## config.mk

```make
export PLATFORM = sky130hd
export DESIGN_NAME = i2ct_cfg_top
export DESIGN_NICKNAME = d
export VERILOG_FILES = /design/src/rtl/i2ct_pkg.sv /design/src/rtl/i2ct_line_sync.sv /design/src/rtl/i2ct_bus_fsm.sv /design/src/rtl/i2ct_reg_bank.sv /design/src/rtl/i2ct_nv_copy.sv /design/src/rtl/i2ct_cfg_top.sv
export SDC_FILE = /design/constraint.sdc
export NUM_CORES = 1
export LEC_CHECK = 0
export BUFFER_PORTS_ARGS = -buffer_cell sky130_fd_sc_hd__clkbuf_2
export CAP_MARGIN = 20
export CORE_UTILIZATION = 40
export DETAILED_ROUTE_END_ITERATION = 10
export PLACE_DENSITY = 0.68
export SLEW_MARGIN = 0
export SYNTH_ARGS = -nofsm -noshare
export SYNTH_HDL_FRONTEND = slang
export SYNTH_SLANG_ARGS = --single-unit
```

## constraint.sdc

```tcl
create_clock -name clk -period 2.8 [get_ports clk]
set_input_delay 0.56 -clock clk [delete_from_list [all_inputs] [get_ports clk]]
set_output_delay 0.56 -clock clk [all_outputs]
set_load 0.03 [all_outputs]
```

## src/rtl/i2ct_pkg.sv

```systemverilog
package i2ct_pkg;

  typedef enum logic [2:0] {
    ST_IDLE,
    ST_ADDR,
    ST_ADDR_ACK,
    ST_RX,
    ST_RX_ACK,
    ST_TX,
    ST_TX_ACK
  } bus_st_e;

  localparam int REG_STATUS = 1;
  localparam int REG_COUNT  = 2;
  localparam int REG_CTRL   = 6;
  localparam int BUSY_BIT   = 6;
  localparam int TRIG_BIT   = 0;
  localparam int CNT_W      = 5;
  localparam int RDCNT_W    = CNT_W + 1;

endpackage

```

## src/rtl/i2ct_line_sync.sv

```systemverilog
module i2ct_line_sync (
  input  logic clk,
  input  logic rst_n,
  input  logic scl_i,
  input  logic sda_i,
  output logic scl_s,
  output logic sda_s,
  output logic scl_rise,
  output logic scl_fall,
  output logic start_det,
  output logic stop_det
);
  logic [1:0] scl_meta, sda_meta;
  logic       scl_q, sda_q;

  always_ff @(posedge clk or negedge rst_n) begin
    if (!rst_n) begin
      scl_meta <= 2'b11;
      sda_meta <= 2'b11;
      scl_q    <= 1'b1;
      sda_q    <= 1'b1;
    end else begin
      scl_meta <= {scl_meta[0], scl_i};
      sda_meta <= {sda_meta[0], sda_i};
      scl_q    <= scl_meta[1];
      sda_q    <= sda_meta[1];
    end
  end

  assign scl_s     = scl_meta[1];
  assign sda_s     = sda_meta[1];
  assign scl_rise  = scl_s & ~scl_q;
  assign scl_fall  = ~scl_s & scl_q;
  assign start_det = scl_s & scl_q & sda_q & ~sda_s;
  assign stop_det  = scl_s & scl_q & ~sda_q & sda_s;

endmodule

```

## src/rtl/i2ct_bus_fsm.sv

```systemverilog
module i2ct_bus_fsm
  import i2ct_pkg::*;
#(
  parameter logic [6:0] DEV_ADDR = 7'b1100101
) (
  input  logic       clk,
  input  logic       rst_n,
  input  logic       scl_s,
  input  logic       sda_s,
  input  logic       scl_rise,
  input  logic       scl_fall,
  input  logic       start_det,
  input  logic       stop_det,
  input  logic [7:0] tx_byte,
  output logic       rx_valid,
  output logic [7:0] rx_byte,
  output logic       rx_is_cmd,
  output logic       rd_begin,
  output logic       tx_take,
  output logic       sda_oe
);
  bus_st_e    st;
  logic [3:0] bitcnt;
  logic [7:0] sr;
  logic [6:0] tx_sr;
  logic       rw, expect_cmd, mack;

  always_ff @(posedge clk or negedge rst_n) begin
    if (!rst_n) begin
      st         <= ST_IDLE;
      bitcnt     <= '0;
      sr         <= '0;
      tx_sr      <= '1;
      rw         <= 1'b0;
      expect_cmd <= 1'b0;
      mack       <= 1'b0;
      sda_oe     <= 1'b0;
      rx_valid   <= 1'b0;
      rx_byte    <= '0;
      rx_is_cmd  <= 1'b0;
      rd_begin   <= 1'b0;
      tx_take    <= 1'b0;
    end else begin
      rx_valid <= 1'b0;
      rd_begin <= 1'b0;
      tx_take  <= 1'b0;
      if (stop_det) begin
        st     <= ST_IDLE;
        sda_oe <= 1'b0;
      end else if (start_det) begin
        st     <= ST_ADDR;
        bitcnt <= '0;
        sda_oe <= 1'b0;
      end else begin
        unique case (st)
          ST_ADDR, ST_RX: begin
            if (scl_rise) begin
              sr     <= {sr[6:0], sda_s};
              bitcnt <= bitcnt + 4'd1;
            end else if (scl_fall && bitcnt == 4'd8) begin
              if (st == ST_RX) begin
                rx_valid   <= 1'b1;
                rx_byte    <= sr;
                rx_is_cmd  <= expect_cmd;
                expect_cmd <= 1'b0;
                sda_oe     <= 1'b1;
                st         <= ST_RX_ACK;
              end else if (sr[7:1] == DEV_ADDR) begin
                rw       <= sr[0];
                rd_begin <= sr[0];
                if (!sr[0]) expect_cmd <= 1'b1;
                sda_oe   <= 1'b1;
                st       <= ST_ADDR_ACK;
              end else begin
                st <= ST_IDLE;
              end
            end
          end
          ST_ADDR_ACK: begin
            if (scl_fall) begin
              bitcnt <= '0;
              if (rw) begin
                tx_sr   <= tx_byte[6:0];
                sda_oe  <= ~tx_byte[7];
                tx_take <= 1'b1;
                st      <= ST_TX;
              end else begin
                sda_oe <= 1'b0;
                st     <= ST_RX;
              end
            end
          end
          ST_RX_ACK: begin
            if (scl_fall) begin
              sda_oe <= 1'b0;
              bitcnt <= '0;
              st     <= ST_RX;
            end
          end
          ST_TX: begin
            if (scl_rise) begin
              bitcnt <= bitcnt + 4'd1;
            end else if (scl_fall) begin
              if (bitcnt == 4'd8) begin
                sda_oe <= 1'b0;
                st     <= ST_TX_ACK;
              end else begin
                sda_oe <= ~tx_sr[6];
                tx_sr  <= {tx_sr[5:0], 1'b1};
              end
            end
          end
          ST_TX_ACK: begin
            if (scl_rise) begin
              mack <= ~sda_s;
            end else if (scl_fall) begin
              bitcnt <= '0;
              if (mack) begin
                tx_sr   <= tx_byte[6:0];
                sda_oe  <= ~tx_byte[7];
                tx_take <= 1'b1;
                st      <= ST_TX;
              end else begin
                st <= ST_IDLE;
              end
            end
          end
          default: ;
        endcase
      end
    end
  end

  // a STOP always leaves the line released
  assert_release_on_stop_R7: assert property (@(posedge clk) disable iff (!rst_n)
    stop_det |=> !sda_oe);

  // the target starts pulling SDA low only while SCL is low
  assert_pull_while_scl_low_R7: assert property (@(posedge clk) disable iff (!rst_n)
    $rose(sda_oe) |-> !scl_s);

  // one write strobe per received byte
  assert_single_strobe_R5: assert property (@(posedge clk) disable iff (!rst_n)
    rx_valid |=> !rx_valid);

endmodule

```

## src/rtl/i2ct_reg_bank.sv

```systemverilog
module i2ct_reg_bank
  import i2ct_pkg::*;
#(
  parameter int NUM_REGS = 16
) (
  input  logic                  clk,
  input  logic                  rst_n,
  input  logic                  rx_valid,
  input  logic [7:0]            rx_byte,
  input  logic                  rx_is_cmd,
  input  logic                  rd_begin,
  input  logic                  tx_take,
  input  logic                  busy,
  input  logic                  copy_done,
  output logic [7:0]            tx_byte,
  output logic                  copy_start,
  output logic [NUM_REGS*8-1:0] view_flat,
  output logic [NUM_REGS*8-1:0] store_flat
);
  localparam int PTR_W = $clog2(NUM_REGS);

  logic [7:0]         mem [NUM_REGS];
  logic [PTR_W-1:0]   ptr, rd_ptr;
  logic               byte_mode, wr_used;
  logic [RDCNT_W-1:0] rd_cnt;
  logic               wr_fire, rd_ok;
  logic [CNT_W-1:0]   bcnt;

  assign wr_fire    = rx_valid && !rx_is_cmd && !busy && (!byte_mode || !wr_used);
  assign copy_start = wr_fire && (ptr == PTR_W'(REG_CTRL)) && rx_byte[TRIG_BIT];

  for (genvar i = 0; i < NUM_REGS; i++) begin : g_reg
    localparam logic [7:0] RST_VAL = (i == REG_COUNT) ? 8'(NUM_REGS) : 8'h00;
    localparam logic [7:0] WR_MASK = (i == REG_STATUS) ? ~(8'h01 << BUSY_BIT) : 8'hFF;
    always_ff @(posedge clk or negedge rst_n) begin
      if (!rst_n) begin
        mem[i] <= RST_VAL;
      end else if (wr_fire && ptr == PTR_W'(i)) begin
        mem[i] <= rx_byte & WR_MASK;
      end else if (i == REG_CTRL && copy_done) begin
        mem[i][TRIG_BIT] <= 1'b0;
      end
    end
    if (i == REG_STATUS) begin : g_stat
      assign view_flat[i*8 +: 8]  = mem[i] | (8'(busy) << BUSY_BIT);
      assign store_flat[i*8 +: 8] = mem[i];
    end else if (i == REG_CTRL) begin : g_ctrl
      assign view_flat[i*8 +: 8]  = mem[i];
      assign store_flat[i*8 +: 8] = mem[i] & ~(8'h01 << TRIG_BIT);
    end else begin : g_plain
      assign view_flat[i*8 +: 8]  = mem[i];
      assign store_flat[i*8 +: 8] = mem[i];
    end
  end

  always_ff @(posedge clk or negedge rst_n) begin
    if (!rst_n) begin
      ptr       <= '0;
      byte_mode <= 1'b0;
      wr_used   <= 1'b0;
      rd_ptr    <= '0;
      rd_cnt    <= '0;
    end else begin
      if (rx_valid && rx_is_cmd) begin
        ptr       <= PTR_W'(rx_byte[6:0] % 7'(NUM_REGS));
        byte_mode <= rx_byte[7];
        wr_used   <= 1'b0;
      end else if (rx_valid) begin
        wr_used <= 1'b1;
        if (!byte_mode) ptr <= ptr + 1'b1;
      end
      if (rd_begin) begin
        rd_ptr <= ptr;
        rd_cnt <= '0;
      end else if (tx_take) begin
        if (!byte_mode) rd_ptr <= rd_ptr + 1'b1;
        if (rd_cnt != '1) rd_cnt <= rd_cnt + 1'b1;
      end
    end
  end

  assign bcnt    = mem[REG_COUNT][CNT_W-1:0];
  assign rd_ok   = byte_mode ? (rd_cnt == '0) : (rd_cnt < {1'b0, bcnt});
  assign tx_byte = rd_ok ? view_flat[rd_ptr*8 +: 8] : 8'hFF;

  // no stored value moves while a copy is running
  assert_busy_blocks_writes_R9: assert property (@(posedge clk) disable iff (!rst_n)
    busy |=> $stable(store_flat));

  // a copy never starts while one is running
  assert_no_restart_R8: assert property (@(posedge clk) disable iff (!rst_n)
    busy |-> !copy_start);

endmodule

```

## src/rtl/i2ct_nv_copy.sv

```systemverilog
module i2ct_nv_copy #(
  parameter int NUM_REGS    = 16,
  parameter int COPY_CYCLES = 50000
) (
  input  logic                  clk,
  input  logic                  rst_n,
  input  logic                  start,
  input  logic [NUM_REGS*8-1:0] image_in,
  output logic                  busy,
  output logic                  done,
  output logic [NUM_REGS*8-1:0] nv_out
);
  localparam int CW = $clog2(COPY_CYCLES + 1);

  logic [CW-1:0] cnt;

  always_ff @(posedge clk or negedge rst_n) begin
    if (!rst_n) begin
      busy   <= 1'b0;
      done   <= 1'b0;
      cnt    <= '0;
      nv_out <= '0;
    end else begin
      done <= 1'b0;
      if (busy) begin
        if (cnt == '0) begin
          busy   <= 1'b0;
          done   <= 1'b1;
          nv_out <= image_in;
        end else begin
          cnt <= cnt - 1'b1;
        end
      end else if (start) begin
        busy <= 1'b1;
        cnt  <= CW'(COPY_CYCLES - 1);
      end
    end
  end

  // a trigger always opens the busy window
  assert_start_sets_busy_R8: assert property (@(posedge clk) disable iff (!rst_n)
    start && !busy |=> busy);

  // completion closes the busy window
  assert_done_clears_busy_R8: assert property (@(posedge clk) disable iff (!rst_n)
    done |-> !busy);

endmodule

```

## src/rtl/i2ct_cfg_top.sv

```systemverilog
module i2ct_cfg_top #(
  parameter int         NUM_REGS    = 16,
  parameter int         COPY_CYCLES = 50000,
  parameter logic [6:0] DEV_ADDR    = 7'b1100101
) (
  input  logic                  clk,
  input  logic                  rst_n,
  input  logic                  scl_i,
  input  logic                  sda_i,
  output logic                  sda_o,
  output logic                  sda_oe,
  output logic [NUM_REGS*8-1:0] regs_o,
  output logic [NUM_REGS*8-1:0] nv_image_o
);
  logic scl_s, sda_s, scl_rise, scl_fall, start_det, stop_det;
  logic rx_valid, rx_is_cmd, rd_begin, tx_take;
  logic [7:0] rx_byte, tx_byte;
  logic busy, copy_done, copy_start;
  logic [NUM_REGS*8-1:0] store_flat;

  assign sda_o = 1'b0;

  i2ct_line_sync u_sync (
    .clk(clk), .rst_n(rst_n), .scl_i(scl_i), .sda_i(sda_i),
    .scl_s(scl_s), .sda_s(sda_s), .scl_rise(scl_rise), .scl_fall(scl_fall),
    .start_det(start_det), .stop_det(stop_det)
  );

  i2ct_bus_fsm #(.DEV_ADDR(DEV_ADDR)) u_fsm (
    .clk(clk), .rst_n(rst_n), .scl_s(scl_s), .sda_s(sda_s),
    .scl_rise(scl_rise), .scl_fall(scl_fall),
    .start_det(start_det), .stop_det(stop_det), .tx_byte(tx_byte),
    .rx_valid(rx_valid), .rx_byte(rx_byte), .rx_is_cmd(rx_is_cmd),
    .rd_begin(rd_begin), .tx_take(tx_take), .sda_oe(sda_oe)
  );

  i2ct_reg_bank #(.NUM_REGS(NUM_REGS)) u_bank (
    .clk(clk), .rst_n(rst_n), .rx_valid(rx_valid), .rx_byte(rx_byte),
    .rx_is_cmd(rx_is_cmd), .rd_begin(rd_begin), .tx_take(tx_take),
    .busy(busy), .copy_done(copy_done), .tx_byte(tx_byte),
    .copy_start(copy_start), .view_flat(regs_o), .store_flat(store_flat)
  );

  i2ct_nv_copy #(.NUM_REGS(NUM_REGS), .COPY_CYCLES(COPY_CYCLES)) u_copy (
    .clk(clk), .rst_n(rst_n), .start(copy_start), .image_in(store_flat),
    .busy(busy), .done(copy_done), .nv_out(nv_image_o)
  );

endmodule

```

# Word level (Yosys, flattened, before mapping)
# Index checks and enable logic that the tools add are counted.
# classes
n_addsub	5
magnitude_cmp	1
eq_ne	49
shifts	1
n_mux	93
bitwise_logic	18
reduce_logical	56
# op_table
op	n
variable part select 128 x 8 -> 8 bit	1
two-way mux 7 bit	8
two-way mux 1 bit	48
two-way mux 16 bit	3
two-way mux 3 bit	14
two-way mux 4 bit	10
== test 4 bit, second input constant	9
inequality test 4 x 3 -> 1 bit, second input constant	7
logical AND 1 bit	22
AND reduction 11 bit	2
one-hot mux 7 bit (3 select lines)	1
two-way mux 6 bit	3
== test 4 x 3 -> 1 bit, second input constant	4
zero test 16 bit	1
subtractor 16 x 1 -> 16 bit, second input constant	1
one-hot mux 3 bit (5 select lines)	1
inequality test 2 bit, second input constant	7
AND reduction 7 bit	2
adder 4 x 1 -> 4 bit, second input constant	3
inequality test 4 bit, second input constant	3
one-hot mux 4 bit (3 select lines)	1
AND reduction 4 bit	3
nonzero test 2 bit	6
inequality test 2 x 1 -> 1 bit, second input constant	5
31 further kinds	58
# totals
register_bits	331
input_bits	4
elab_cells	266

# Logic depth before layout (Yosys ltp)
# Gate-level depths: netlist of the first run.
# depth
ltp_word	10
depth_mapped	9
ltp_nobuf	8

# Cells and area by module
# Synthesis of the first run repeated with hierarchy kept, for this count alone.
# hier_totals
cells_unflattened	1200
hier_area_um2	16014.1
# by_module_without_submodules
module	n_inst	cells_each	area_per_inst_um2
i2ct_reg_bank	1	637	8010.2
i2ct_nv_copy	1	376	5811.8
i2ct_bus_fsm	1	175	1990.7
i2ct_line_sync	1	10	190.2
i2ct_cfg_top	1	2	11.3

# Least setup slack after synthesis of the first run
# OpenSTA, ideal clock, no wires.
# synth_path
path_kind	reg-to-reg
startpoint	reg u_copy.cnt[12]
endpoint	reg u_copy.nv_out[43]
setup_time_ns	0.128
t_arrival_ns	2.150
required_ns	2.672
slack_ns	0.523
stages_incl_launch_ff	8
synth_period_minus_slack_ns	2.277
path_cell_list	dfrtp_1 > or4_4 > or3_1 > buf_2 > nor2_8 > buf_6 > buf_6 > mux2_1
# synth_between
elab_chain_len	2
# synth_lines
element	line	source
from (decl)	i2ct_nv_copy.sv:15	logic [CW-1:0] cnt;
from (signal assigned)	i2ct_nv_copy.sv:31	cnt <= cnt - 1'b1;
from (signal assigned)	i2ct_nv_copy.sv:35	cnt <= CW'(COPY_CYCLES - 1);
zero test 16 bit	i2ct_nv_copy.sv:26	if (cnt == '0) begin
AND reduction 2 bit (no line)	-	
to (signal assigned)	i2ct_nv_copy.sv:29	nv_out <= image_in;
to (decl)	i2ct_nv_copy.sv:11	output logic [NUM_REGS*8-1:0] nv_out
# No other way between the ends.
# A chain may end at the register's enable or synchronous reset.

# Worst setup path after layout of the first run
# layout_path
startpoint	reg u_copy.cnt[12]
endpoint	reg u_copy.nv_out[33]
# Same word-level chain as after synthesis.

==> results_tabular.tex, run 1 <==
\begin{tabular}{lr}
\hline
Metric & Value \\
\hline
\multicolumn{2}{l}{\textbf{Power and ir drop}} \\
\quad Static leakage power & 8.943 nW \\
\quad Combinational power share & 1.8\% \\
\quad Internal power & 7.623 mW \\
\quad Final total power & 9.658 mW \\
\quad Flop pwr share & 50.0\% \\
\quad Share of total power in the clock network & 48.1\% \\
\quad PwrDens & 554.7 nW/um\^{}2 \\
\quad Net Sw Frac & 21.07\% \\
\quad Net switching power of the design & 2.035 mW \\
\quad Peak supply drop & 0.3451 mV \\
\multicolumn{2}{l}{\textbf{Floorplanning}} \\
\quad Die width & 191.5 um \\
\quad Area of the die & 36680 sq um \\
\quad Ports placed on the boundary & 262 \\
\quad CORE AREA & 35480 sq um \\
\quad Row Count & 69 \\
\quad Starting utilization of the core area & 40.49\% \\
\quad Die outline height & 191.5 um \\
\multicolumn{2}{l}{\textbf{Cells and area}} \\
\quad Number of standard cells in the final layout excluding fillers & 1787 \\
\quad Final Core Density & 49.07\% \\
\quad Number of nets in the finished design & 1317 \\
\quad Area growth from synthesis to final layout & 21.19\% \\
\quad Share of post-route cells with drive strength above 1 & 47.25\% \\
\quad Total non-filler cell area in the finished layout & 17410 sq um \\
\multicolumn{2}{l}{\textbf{Place}} \\
\quad Number of instances in the placed design & 1722 \\
\quad Placed Area & 16250 sq um \\
\quad Setup slack after placement & 0.2787 ns \\
\quad Sum of net half-perimeters after detailed placement & 26280 um \\
\quad Global placement routability congestion & 0.8736 \\
\quad IO Port Bufs & 258 \\
\multicolumn{2}{l}{\textbf{Detailed routing}} \\
\quad Vias & 9435 \\
\quad Number of antenna-violating nets in the routed design & 0 \\
\quad Vias per std cell & 5.280 \\
\quad DRC marker count from the first detailed-route iteration & 633 \\
\quad Pre-antenna DRT Iters & 5 \\
\quad Final routed wirelength across all metal layers & 37060 um \\
\quad Wire length per cell after detailed routing & 20.74 um \\
\quad Drt drc & 0 \\
\multicolumn{2}{l}{\textbf{Global route}} \\
\quad Largest net degree at the start of global routing & 84 \\
\quad Total GRT Usage & 20.42\% \\
\quad First-pass GRT wire length & 56840 um \\
\quad Number of antenna violations at the first check in global routing & 0 \\
\quad Number of global-route vias before repair & 9396 \\
\quad Total gr overflow & 0 \\
\multicolumn{2}{l}{\textbf{Clock network}} \\
\quad Number of clock buffers inserted by TritonCTS & 36 \\
\quad Clock tree from TritonCTS & built \\
\quad Hold buffer count at cts & 0 \\
\quad Num Clock Sinks & 331 \\
\quad Count of instances resized after the clock tree is built & 0 \\
\quad Clock transition at the register clock pins on the worst setup and hold paths after CTS & 0.06 ns \\
\quad Maximum clock insertion buffer count & 3 \\
\quad Clock Latency Late Sink & 0.53 ns \\
\quad Count of H-tree levels built during CTS & 2 \\
\quad Post-CTS setup buffer count & 0 \\
\quad Clock Tree Root & clkbuf\_16 \\
\multicolumn{2}{l}{\textbf{Hold path}} \\
\quad Hold WC Path Type & primary input to async pin \\
\multicolumn{2}{l}{\textbf{Setup path}} \\
\quad Worst Setup SP & u\_copy.cnt[12] \\
\quad Crit path arrival time & 2.95 ns \\
\quad Required time of the critical path & 3.20 ns \\
\quad Endpoint of the most critical register-to-register path & u\_copy.nv\_out[33] \\
\quad Kind of critical path & flop to flop \\
\quad Worst setup slack for register-to-register paths & 0.26 ns \\
\quad End point of the critical path & u\_copy.nv\_out[33] \\
\quad Worst Setup End Kind & flop \\
\quad Reg-to-reg startpoint & u\_copy.cnt[12] \\
\quad Cell depth of the worst flop-to-flop path & 5 \\
\quad Nature of the critical path startpoint & flop \\
\quad Highest fanout seen on the critical path & 39 \\
\multicolumn{2}{l}{\textbf{Synth}} \\
\quad Compound-gate portion of the synthesized area & 4.110\% \\
\quad Main combinational cell family by area after synthesis & multiplexers \\
\quad Cell count after synthesis & 1032 \\
\quad Most frequently used cell type in the post-synthesis netlist & dfrtp\_1 \\
\quad Netlist area before placement & 14370 sq um \\
\quad Mean instance size in the synthesized netlist & 13.92 sq um \\
\quad Count of flip-flops with a built-in enable after synthesis & 0 \\
\quad Share of synthesized area spent on multiplexers & 26.17\% \\
\quad Proportion of register bits with asynchronous set or reset after synthesis & 100.0\% \\
\quad Leading cell types by total area after synthesis & dfrtp\_1 (55\%), mux2\_2 (18\%), mux4\_2 (6.1\%), dfstp\_2 (2.6\%), mux2\_1 (2.3\%) \\
\quad Fraction of post-synthesis cell area in the top cell type by area & 55.21\% \\
\quad Yosys top cell by area & dfrtp\_1 \\
\quad Area share of and/or/nand/nor cells after synthesis & 6.836\% \\
\quad Flop and latch count out of synthesis & 331 \\
\quad Post-synthesis share of cell area spent on xor and xnor gates & 1.219\% \\
\quad Warnings, synthesis & 0 \\
\quad Leading cell types by count after synthesis & dfrtp\_1 (317), mux2\_2 (226), nand2\_1 (71) \\
\quad Top flip-flop cell by instance count after synthesis & dfrtp\_1 \\
\quad Fraction of the mapped netlist area in adder cells & 1.219\% \\
\quad Sequential cell area fraction in the yosys report & 57.77\% \\
\quad Count of different cell masters after synthesis & 58 \\
\multicolumn{2}{l}{\textbf{Flow run}} \\
\quad Number of maximum-capacitance violations & 0 \\
\multicolumn{2}{l}{\textbf{STA}} \\
\quad RSZ-0062 raised after global routing & false \\
\quad Max-slew violations & 0 \\
\quad Tcrit/Tclk final & 90.87\% \\
\quad Final Hold Vio Count & 0 \\
\quad Transition time at the pin with the least slew margin & 0.9122 ns \\
\quad Setup tns final & 0 ns \\
\quad Worst slew slack as a fraction of its limit & 39.18\% \\
\quad Fin crit period & 2.544 ns \\
\quad Clock skew after layout & 0.01951 ns \\
\quad Setup-failing EPs final & 0 \\
\quad Post-Route Hold Slack & 0.05075 ns \\
\quad Final worst setup slack & 0.2557 ns \\
\quad FMAX & 0.3930 GHz \\
\multicolumn{2}{l}{\textbf{Run status}} \\
\quad Result of the run & completed \\
\hline
\end{tabular}
==> critical path: stages (launching register included) <==
cell and delay, ns:
dfrtp_1 0.40, or4_4 0.55, or3_1 0.44, nor2_8 0.36, buf_12 0.28, mux2_2 0.36
==> power by group through the flow <==
stage | clock, mW | sequential, mW | combinational, mW
floorplan | 0 | 4.91 | 0.0514
global placement | 0 | 4.92 | 0.182
detailed placement | 0 | 4.92 | 0.186
CTS | 4.75 | 4.83 | 0.187
global route | 4.93 | 4.83 | 0.206
finish | 4.65 | 4.83 | 0.178
==> logic make-up after synthesis <==
family,after synthesis
other,1
AOI/OAI and AO/OA,93
and+or+nand+nor,202
muxes,295
adders and majority gates,14
xor gates and xnor gates,20
DFF,331
buffers and inverters,76
==> metal layers <==
layer / share of wire, % / routed length (um) / global-route usage, % / up-vias
li1: - / - / - / 4241
met1: 44 / 16200 / 28.22 / 4870
met2: 48 / 17880 / 32.25 / 279
met3: 5.9 / 2176 / 4.535 / 45
met4: 2.2 / 801 / 5.830 / 0
met5: 0 / 0 / 0 / -
==> flip-flops by register name, indices dropped and copies added, names as in the netlist, 2 cells and up <==
signal,cells
u_fsm.st,3
u_copy.nv_out,126
u_bank.ptr,4
u_bank.rd_cnt,6
u_bank.store_flat,126
u_fsm.sr,8
u_sync.scl_meta,2
u_bank.rd_ptr,4
u_fsm.tx_sr,7
u_copy.cnt,16
u_fsm.bitcnt,4
u_sync.sda_meta,2
u_fsm.rx_byte,8
==> placed cells by master (no fill, tap or decap), types with 4 or more instances in the layout <==
cell / n
clkinv_2: 4
nand3_1: 20
dfstp_2: 14
nor2_1: 46
clkbuf_16: 37
nand2_1: 71
a22o_1: 5
nor2b_1: 10
o21bai_1: 5
nand4b_1: 5
buf_12: 8
clkbuf_1: 10
nand4_1: 5
xnor2_1: 6
nor3_1: 14
mux4_2: 39
buf_4: 19
a21oi_1: 14
inv_1: 18
and3_1: 6
dfrtp_1: 315
o31ai_1: 10
clkbuf_8: 9
mux2_2: 226
xor2_1: 14
nand2b_1: 4
mux2_1: 29
o21ai_0: 35
clkbuf_2: 257
ha_1: 14
==> how the worst min path moves through the flow <==
| stage | to | slack (ns) | cells after the start |
|---|---|---|---|
| 3_5_place_dp | u_sync.sda_meta[1] | 0.35 | 0 |
| 2_1_floorplan | u_bank.byte_mode | 0.26 | 0 |
| 3_3_place_gp | u_sync.scl_meta[1] | 0.35 | 0 |
| 5_1_grt | u_bank.store_flat[41] | 0.09 | 1 |
| 4_1_cts | u_bank.store_flat[35] | 0.08 | 1 |
| 6_report | u_bank.store_flat[35] | 0.05 | 1 |
==> cell type report <==
class	instances	area, sq um
multi-input combinational	627	5694
sequential	331	8303
clock inverter	8	76.32
antenna	1	2.502
inverter	18	67.56
tap	461	576.8
fill	3058	18070
timing repair buffer	285	1604
clock buffer	56	1087
(Power assumes the default switching activity.)
==> run 2, diff against run 1 <==
Settings changed: CORE_UTILIZATION 40 to 50, PLACE_DENSITY 0.68 to 0.83.
Clock period 2.8 ns to 2.3 ns, I/O delays scaled along.
==> run 2 against run 1 <==
The run now ends with setup timing left. Sequential cell count unchanged. Wire length up 3.6%. Largest cell class unchanged. Worst hold slack worse by 0.011 ns. Via count up 5.6%. Non-clock buffer count up 24.
==> results_tabular.tex, run 2 (synthesized netlist as in run 1, its figures left out) <==
\begin{tabular}{lr}
\hline
Metric & Value \\
\hline
\multicolumn{2}{l}{\textbf{Run status}} \\
\quad Result of the run & complete, but fails checks \\
\quad Failing checks & setup timing \\
\multicolumn{2}{l}{\textbf{Clock network}} \\
\quad Clock Latency Late Sink & 0.51 ns (-0.02 ns) \\
\quad Clock tree from TritonCTS & built \\
\quad Count of H-tree levels built during CTS & 2 (unchanged) \\
\quad Clock Tree Root & clkbuf\_16 \\
\quad Maximum clock insertion buffer count & 3 (unchanged) \\
\quad Num Clock Sinks & 331 (unchanged) \\
\quad Number of clock buffers inserted by TritonCTS & 35 (-2.8\%) \\
\quad Clock transition at the register clock pins on the worst setup and hold paths after CTS & 0.06 ns (about the same) \\
\multicolumn{2}{l}{\textbf{Flow run}} \\
\quad Number of maximum-capacitance violations & 0 (unchanged) \\
\multicolumn{2}{l}{\textbf{Global route}} \\
\quad Total GRT Usage & 26.44\% (+6.0 points) \\
\quad First-pass GRT wire length & 58480 um (+2.9\%) \\
\quad Number of global-route vias before repair & 10290 (+9.5\%) \\
\quad Total gr overflow & 0 (unchanged) \\
\quad Number of antenna violations at the first check in global routing & 1 (+1) \\
\quad Largest net degree at the start of global routing & 63 (-25\%) \\
\multicolumn{2}{l}{\textbf{STA}} \\
\quad Transition time at the pin with the least slew margin & 0.9188 ns (+0.006610 ns) \\
\quad RSZ-0062 raised after global routing & true \\
\quad Max-slew violations & 0 (unchanged) \\
\quad Final Hold Vio Count & 0 (unchanged) \\
\quad FMAX & 0.4324 GHz (+10\%) \\
\quad Final worst setup slack & -0.01292 ns (-0.2686 ns) \\
\quad Tcrit/Tclk final & 100.6\% (+9.7 points) \\
\quad Setup-failing EPs final & 11 (+11) \\
\quad Fin crit period & 2.313 ns (-0.2314 ns) \\
\quad Clock skew after layout & 0.008761 ns (-0.01075 ns) \\
\quad Worst slew slack as a fraction of its limit & 38.74\% (-0.44 points) \\
\multicolumn{2}{l}{\textbf{Detailed routing}} \\
\quad Vias & 9965 (+5.6\%) \\
\quad Number of antenna-violating nets in the routed design & 0 (unchanged) \\
\quad Final routed wirelength across all metal layers & 38380 um (+3.6\%) \\
\quad Wire length per cell after detailed routing & 22.25 um (+7.3\%) \\
\quad Pre-antenna DRT Iters & 7 (+2) \\
\quad Drt drc & 0 (unchanged) \\
\quad DRC marker count from the first detailed-route iteration & 723 (+14\%) \\
\quad Vias per std cell & 5.777 (+9.4\%) \\
\multicolumn{2}{l}{\textbf{Floorplanning}} \\
\quad Row Count & 61 (-12\%) \\
\quad CORE AREA & 28010 sq um (-21\%) \\
\quad Ports placed on the boundary & 262 (unchanged) \\
\quad Starting utilization of the core area & 51.29\% (+11 points) \\
\quad Die outline height & 171.5 um (-10\%) \\
\quad Area of the die & 29420 sq um (-20\%) \\
\quad Die width & 171.5 um (-10\%) \\
\multicolumn{2}{l}{\textbf{Cells and area}} \\
\quad Most common cell after layout, fill and taps aside & dfrtp\_1 \\
\quad Area growth from synthesis to final layout & 22.73\% \\
\quad Share of post-route cells with drive strength above 1 & 48.59\% (+1.3 points) \\
\quad Number of standard cells in the final layout excluding fillers & 1725 (-3.5\%) \\
\quad Number of nets in the finished design & 1340 (+1.7\%) \\
\quad Area of combinational cells with multiple inputs & 5728 sq um (+0.59\%) \\
\quad Number of inserted filler cells in the final layout & 2036 (-33\%) \\
\quad Commonest cells after routing, fill and taps aside & dfrtp\_1 (314), clkbuf\_2 (257), mux2\_2 (226) \\
\quad Storage element area & 8304 sq um (about the same) \\
\multicolumn{2}{l}{\textbf{Place}} \\
\quad Global placement routability congestion & 0.9286 (+6.3\%) \\
\quad Setup slack after placement & -0.03096 ns (-0.3097 ns) \\
\quad Sum of net half-perimeters after detailed placement & 25810 um (-1.8\%) \\
\quad IO Port Bufs & 258 (unchanged) \\
\quad Number of instances in the placed design & 1657 (-3.8\%) \\
\multicolumn{2}{l}{\textbf{Setup path}} \\
\quad Cell type of the slowest stage on the worst timing path & or4\_4 \\
\quad Crit path arrival time & 2.70 ns (-0.25 ns) \\
\quad Required time of the critical path & 2.69 ns (-0.51 ns) \\
\quad Cells along the critical path & or4\_4 -> or3\_4 -> nor2\_8 -> bufbuf\_16 -> mux2\_2 \\
\quad Critical Path Max Stage Delay & 0.53 ns (-0.02 ns) \\
\quad Nature of the critical path startpoint & flop \\
\quad Kind of critical path & flop to flop \\
\quad Highest fanout seen on the critical path & 20 (-49\%) \\
\quad Worst Setup End Kind & flop \\
\multicolumn{2}{l}{\textbf{Hold path}} \\
\quad Hold WC Path Type & primary input to flop \\
\multicolumn{2}{l}{\textbf{Power and ir drop}} \\
\quad Peak supply drop & 0.6300 mV (+83\%) \\
\quad Static leakage power & 9.084 nW (+1.6\%) \\
\quad PwrDens & 671.5 nW/um\^{}2 (+21\%) \\
\quad Final total power & 11.84 mW (+23\%) \\
\hline
\end{tabular}
==> run 2: power by group <==
part	switching [mW]	internal, mW	total (mW)
sequential	0.0325	5.85	5.88
clock	2.27	3.46	5.74
combinational	0.158	0.0597	0.218
==> run 2: layout make-up <==
type / instances / share of cell area [%]
repair buffers: 309 / 10.74
clock buffers: 48 / 5.599
clock inverters: 13 / 1.000
multi-input cells: 627 / 32.48
diodes: 1 / 0.01419
inverters: 18 / 0.3832
flip-flops and latches: 331 / 47.09
well taps: 378 / 2.682
==> run 2: timing repair <==
action / CTS / global route
gates resized for setup: 4 / 6
pin swaps: 1 / 0
hold buffers: 1 / 0
cloned: 2 / 1
setup buffers: 2 / 0
endpoints found under the setup margin: 85 / 90
hold endpoints to repair: 53 / 0
==> run 2: through the flow <==
step           utilization, %  instance area, sq um  hold slack (ns)  TNS [ns]
2_1_floorplan               -                 14380           0.1644         0
3_3_place_gp            58.20                 16300           0.3481         0
3_5_place_dp            58.20                 16300           0.3488   -0.5090
4_1_cts                 62.76                 17580          0.02155         0
5_1_grt                 62.94                 17630          0.01825    -1.088
6_report                62.95                 17630          0.03968  -0.03776
==> run 2: worst paths after layout <==
| path | from | end | slack (ns) | cells after the start |
|---|---|---|---|---|
| worst max-delay path | u_copy.cnt[12] | u_copy.nv_out[34] | -0.01 | 5 |
| worst min-delay path | scl_i | u_sync.scl_meta[0] | 0.04 | 1 |
| worst max register to register | u_copy.cnt[12] | u_copy.nv_out[34] | -0.01 | 5 |
| worst min register to register | u_sync.scl_meta[0] | u_sync.scl_meta[1] | 0.36 | 0 |
| max in group asynchronous | rst_n | u_bank.store_flat[20] | 1.04 | 3 |
| min in group asynchronous | rst_n | u_copy.nv_out[47] | 0.51 | 2 |
==> run 2: routing by layer <==
layer	track usage (%)	part of all wire (%)	vias to the layer above
met2	43.72	50	423
li1	-	-	4293
met5	0	0	-
met1	33.59	39	5163
met3	6.075	7.5	86
met4	10.95	3.6	0
==> run 2: critical path: cells and delay by family, from the launching register on <==
kind          cells  cell delay [ns]
simple gates      3             1.09
flops             1             0.38
buf+inv           1             0.36
mux               1             0.35
==> run 3, diff against run 2 <==
Settings changed: RECOVER_POWER set to 25.
==> run 3 against run 2 <==
The run still ends with setup timing left. Wire length is 0.36% lower. Sequential power hardly changed. Fmax hardly changed. Clock power hardly changed. Final cell count stayed put. Global-route usage stayed put. First-iteration DRC count is 0.83% lower. Count of clock-buffer cells in the layout stayed put. Sequential cell count stayed put. Final area is 0.29% lower. Worst hold slack worse by 0.0011 ns.
==> results_tabular.tex, run 3 (synthesized netlist as in run 1, its figures left out) <==
\begin{tabular}{lr}
\hline
Metric & Value \\
\hline
\multicolumn{2}{l}{\textbf{Setup path}} \\
\quad Worst setup slack for register-to-register paths & -0.01 ns (about the same) \\
\quad Worst Setup End Kind & flop \\
\quad End point of the critical path & u\_copy.nv\_out[34] \\
\quad Worst Setup SP & u\_copy.cnt[12] \\
\quad Cell depth of the worst flop-to-flop path & 5 (unchanged) \\
\quad Kind of critical path & flop to flop \\
\quad Nature of the critical path startpoint & flop \\
\quad Highest fanout seen on the critical path & 20 (unchanged) \\
\quad Endpoint of the most critical register-to-register path & u\_copy.nv\_out[34] \\
\quad Required time of the critical path & 2.69 ns (about the same) \\
\quad Crit path arrival time & 2.71 ns (about the same) \\
\quad Reg-to-reg startpoint & u\_copy.cnt[12] \\
\multicolumn{2}{l}{\textbf{Power and ir drop}} \\
\quad Peak supply drop & 0.6298 mV (about the same) \\
\quad PwrDens & 672.3 nW/um\^{}2 (+0.12\%) \\
\quad Static leakage power & 9.061 nW (-0.25\%) \\
\multicolumn{2}{l}{\textbf{Global route}} \\
\quad Total GRT Usage & 26.44\% (unchanged) \\
\quad Largest net degree at the start of global routing & 63 (unchanged) \\
\quad Number of antenna violations at the first check in global routing & 1 (unchanged) \\
\quad Total gr overflow & 0 (unchanged) \\
\quad First-pass GRT wire length & 58480 um (unchanged) \\
\quad Number of global-route vias before repair & 10290 (unchanged) \\
\multicolumn{2}{l}{\textbf{STA}} \\
\quad Fin crit period & 2.315 ns (+0.001912 ns) \\
\quad Max-slew violations & 0 (unchanged) \\
\quad Worst slew slack as a fraction of its limit & 1.739\% (-37 points) \\
\quad Final Hold Vio Count & 0 (unchanged) \\
\quad Tcrit/Tclk final & 100.6\% (about the same) \\
\quad Transition time at the pin with the least slew margin & 1.474 ns (+0.5551 ns) \\
\quad Setup-failing EPs final & 16 (+5) \\
\quad Final worst setup slack & -0.01483 ns (-0.001912 ns) \\
\quad FMAX & 0.4320 GHz (about the same) \\
\quad Clock skew after layout & 0.009823 ns (+0.001062 ns) \\
\quad RSZ-0062 raised after global routing & true \\
\quad Setup tns final & -0.05524 ns (-0.01748 ns) \\
\multicolumn{2}{l}{\textbf{Clock network}} \\
\quad Clock tree from TritonCTS & built \\
\quad Clock Latency Late Sink & 0.51 ns (about the same) \\
\quad Clock transition at the register clock pins on the worst setup and hold paths after CTS & 0.06 ns (about the same) \\
\quad Num Clock Sinks & 331 (unchanged) \\
\quad Count of H-tree levels built during CTS & 2 (unchanged) \\
\quad Clock Tree Root & clkbuf\_16 \\
\quad Maximum clock insertion buffer count & 3 (unchanged) \\
\quad Number of clock buffers inserted by TritonCTS & 35 (unchanged) \\
\multicolumn{2}{l}{\textbf{Floorplanning}} \\
\quad Ports placed on the boundary & 262 (unchanged) \\
\quad CORE AREA & 28010 sq um (unchanged) \\
\quad Die outline height & 171.5 um (unchanged) \\
\quad Area of the die & 29420 sq um (unchanged) \\
\quad Row Count & 61 (unchanged) \\
\quad Starting utilization of the core area & 51.29\% (unchanged) \\
\quad Die width & 171.5 um (unchanged) \\
\multicolumn{2}{l}{\textbf{Hold path}} \\
\quad Hold WC Path Type & primary input to flop \\
\multicolumn{2}{l}{\textbf{Detailed routing}} \\
\quad Wire length per cell after detailed routing & 22.17 um (-0.36\%) \\
\quad Final routed wirelength across all metal layers & 38250 um (-0.36\%) \\
\quad Vias & 9919 (-0.46\%) \\
\quad Number of antenna-violating nets in the routed design & 0 (unchanged) \\
\quad DRC marker count from the first detailed-route iteration & 717 (-0.83\%) \\
\quad Pre-antenna DRT Iters & 8 (+1) \\
\quad Drt drc & 0 (unchanged) \\
\quad Vias per std cell & 5.750 (-0.46\%) \\
\multicolumn{2}{l}{\textbf{Cells and area}} \\
\quad Commonest cells after routing, fill and taps aside & dfrtp\_1 (314), clkbuf\_2 (258), mux2\_2 (226) \\
\quad Share of post-route cells with drive strength above 1 & 48.37\% (-0.22 points) \\
\quad Final Core Density & 62.77\% (-0.18 points) \\
\quad Number of nets in the finished design & 1340 (unchanged) \\
\quad Storage element area & 8304 sq um (unchanged) \\
\quad Number of inserted filler cells in the final layout & 2049 (+0.64\%) \\
\quad Area of combinational cells with multiple inputs & 5728 sq um (unchanged) \\
\quad Most common cell after layout, fill and taps aside & dfrtp\_1 \\
\quad Area growth from synthesis to final layout & 22.37\% \\
\multicolumn{2}{l}{\textbf{Run status}} \\
\quad Result of the run & complete, but fails checks \\
\quad Failing checks & setup timing \\
\multicolumn{2}{l}{\textbf{Place}} \\
\quad Sum of net half-perimeters after detailed placement & 25810 um (unchanged) \\
\quad Global placement routability congestion & 0.9286 (unchanged) \\
\quad IO Port Bufs & 258 (unchanged) \\
\multicolumn{2}{l}{\textbf{Flow run}} \\
\quad Number of maximum-capacitance violations & 0 (unchanged) \\
\hline
\end{tabular}
-- run 3: cell types whose count changed in the layout (fill, tap and decap cells not counted), sizes merged --
cell / previous run / this run
clkbuf: 306 / 309
buf: 49 / 46
-- run 3: layout make-up --
cell class                      instances  share of cell area [%]
Sequential cell                       331                   47.23
Antenna cell                            1                 0.01423
Clock buffer                           48                   5.615
Multi-Input combinational cell        627                   32.58
Tap cell                              378                   2.690
Inverter                               18                  0.3843
Timing Repair Buffer                  309                   10.48
Clock inverter                         13                   1.003
-- run 3: what timing repair did --
action                                 CTS  global route
hold buffers                             1             0
pin swaps                                1             0
endpoints found under the hold margin   53             0
buffers inserted                         2             0
setup endpoints to repair               85            90
gates resized for setup                  4             6
cloned                                   2             1
-- run 3: through the flow --
stage | total power [mW] | worst slack (ns) | hold slack, ns | instance area (sq um) | cells
2_1_floorplan | 6.046 | 0.02260 | 0.1644 | 14380 | 1034
3_3_place_gp | 6.207 | 0.005668 | 0.3481 | 16300 | 1657
3_5_place_dp | 6.211 | -0.03096 | 0.3488 | 16300 | 1657
4_1_cts | 11.91 | 0.002259 | 0.02155 | 17580 | 1723
5_1_grt | 12.17 | -0.03724 | 0.01829 | 17580 | 1724
6_report | 11.82 | -0.01483 | 0.03857 | 17580 | 1725
-- run 3: worst max-delay path, cell delays in order (launching register included) --
cell	delay [ns]
dfrtp_1	0.37
or4_4	0.53
or3_4	0.38
nor2_8	0.19
bufbuf_16	0.36
mux2_2	0.35
-- run 3: worst min path at each step --
stage,start,to,slack [ns],depth (start not counted)
3_3_place_gp,u_sync.sda_meta[0],u_sync.sda_meta[1],0.35,0
6_report,scl_i,u_sync.scl_meta[0],0.04,1
2_1_floorplan,rst_n,u_bank.byte_mode,0.16,0
5_1_grt,scl_i,u_sync.scl_meta[0],0.02,1
4_1_cts,scl_i,u_sync.scl_meta[0],0.02,1
3_5_place_dp,u_sync.scl_meta[0],u_sync.scl_meta[1],0.35,0
-- run 3: power breakdown --
part	internal [mW]	switching [mW]	total (mW)
logic	0.0508	0.156	0.207
registers	5.85	0.0330	5.88
clock network	3.46	2.27	5.73
-- run 3: routing by layer --
layer / track usage, % / part of all wire (%)
met5: 0 / 0
met4: 10.95 / 3.6
met3: 6.075 / 7.7
met2: 43.72 / 50
met1: 33.59 / 39
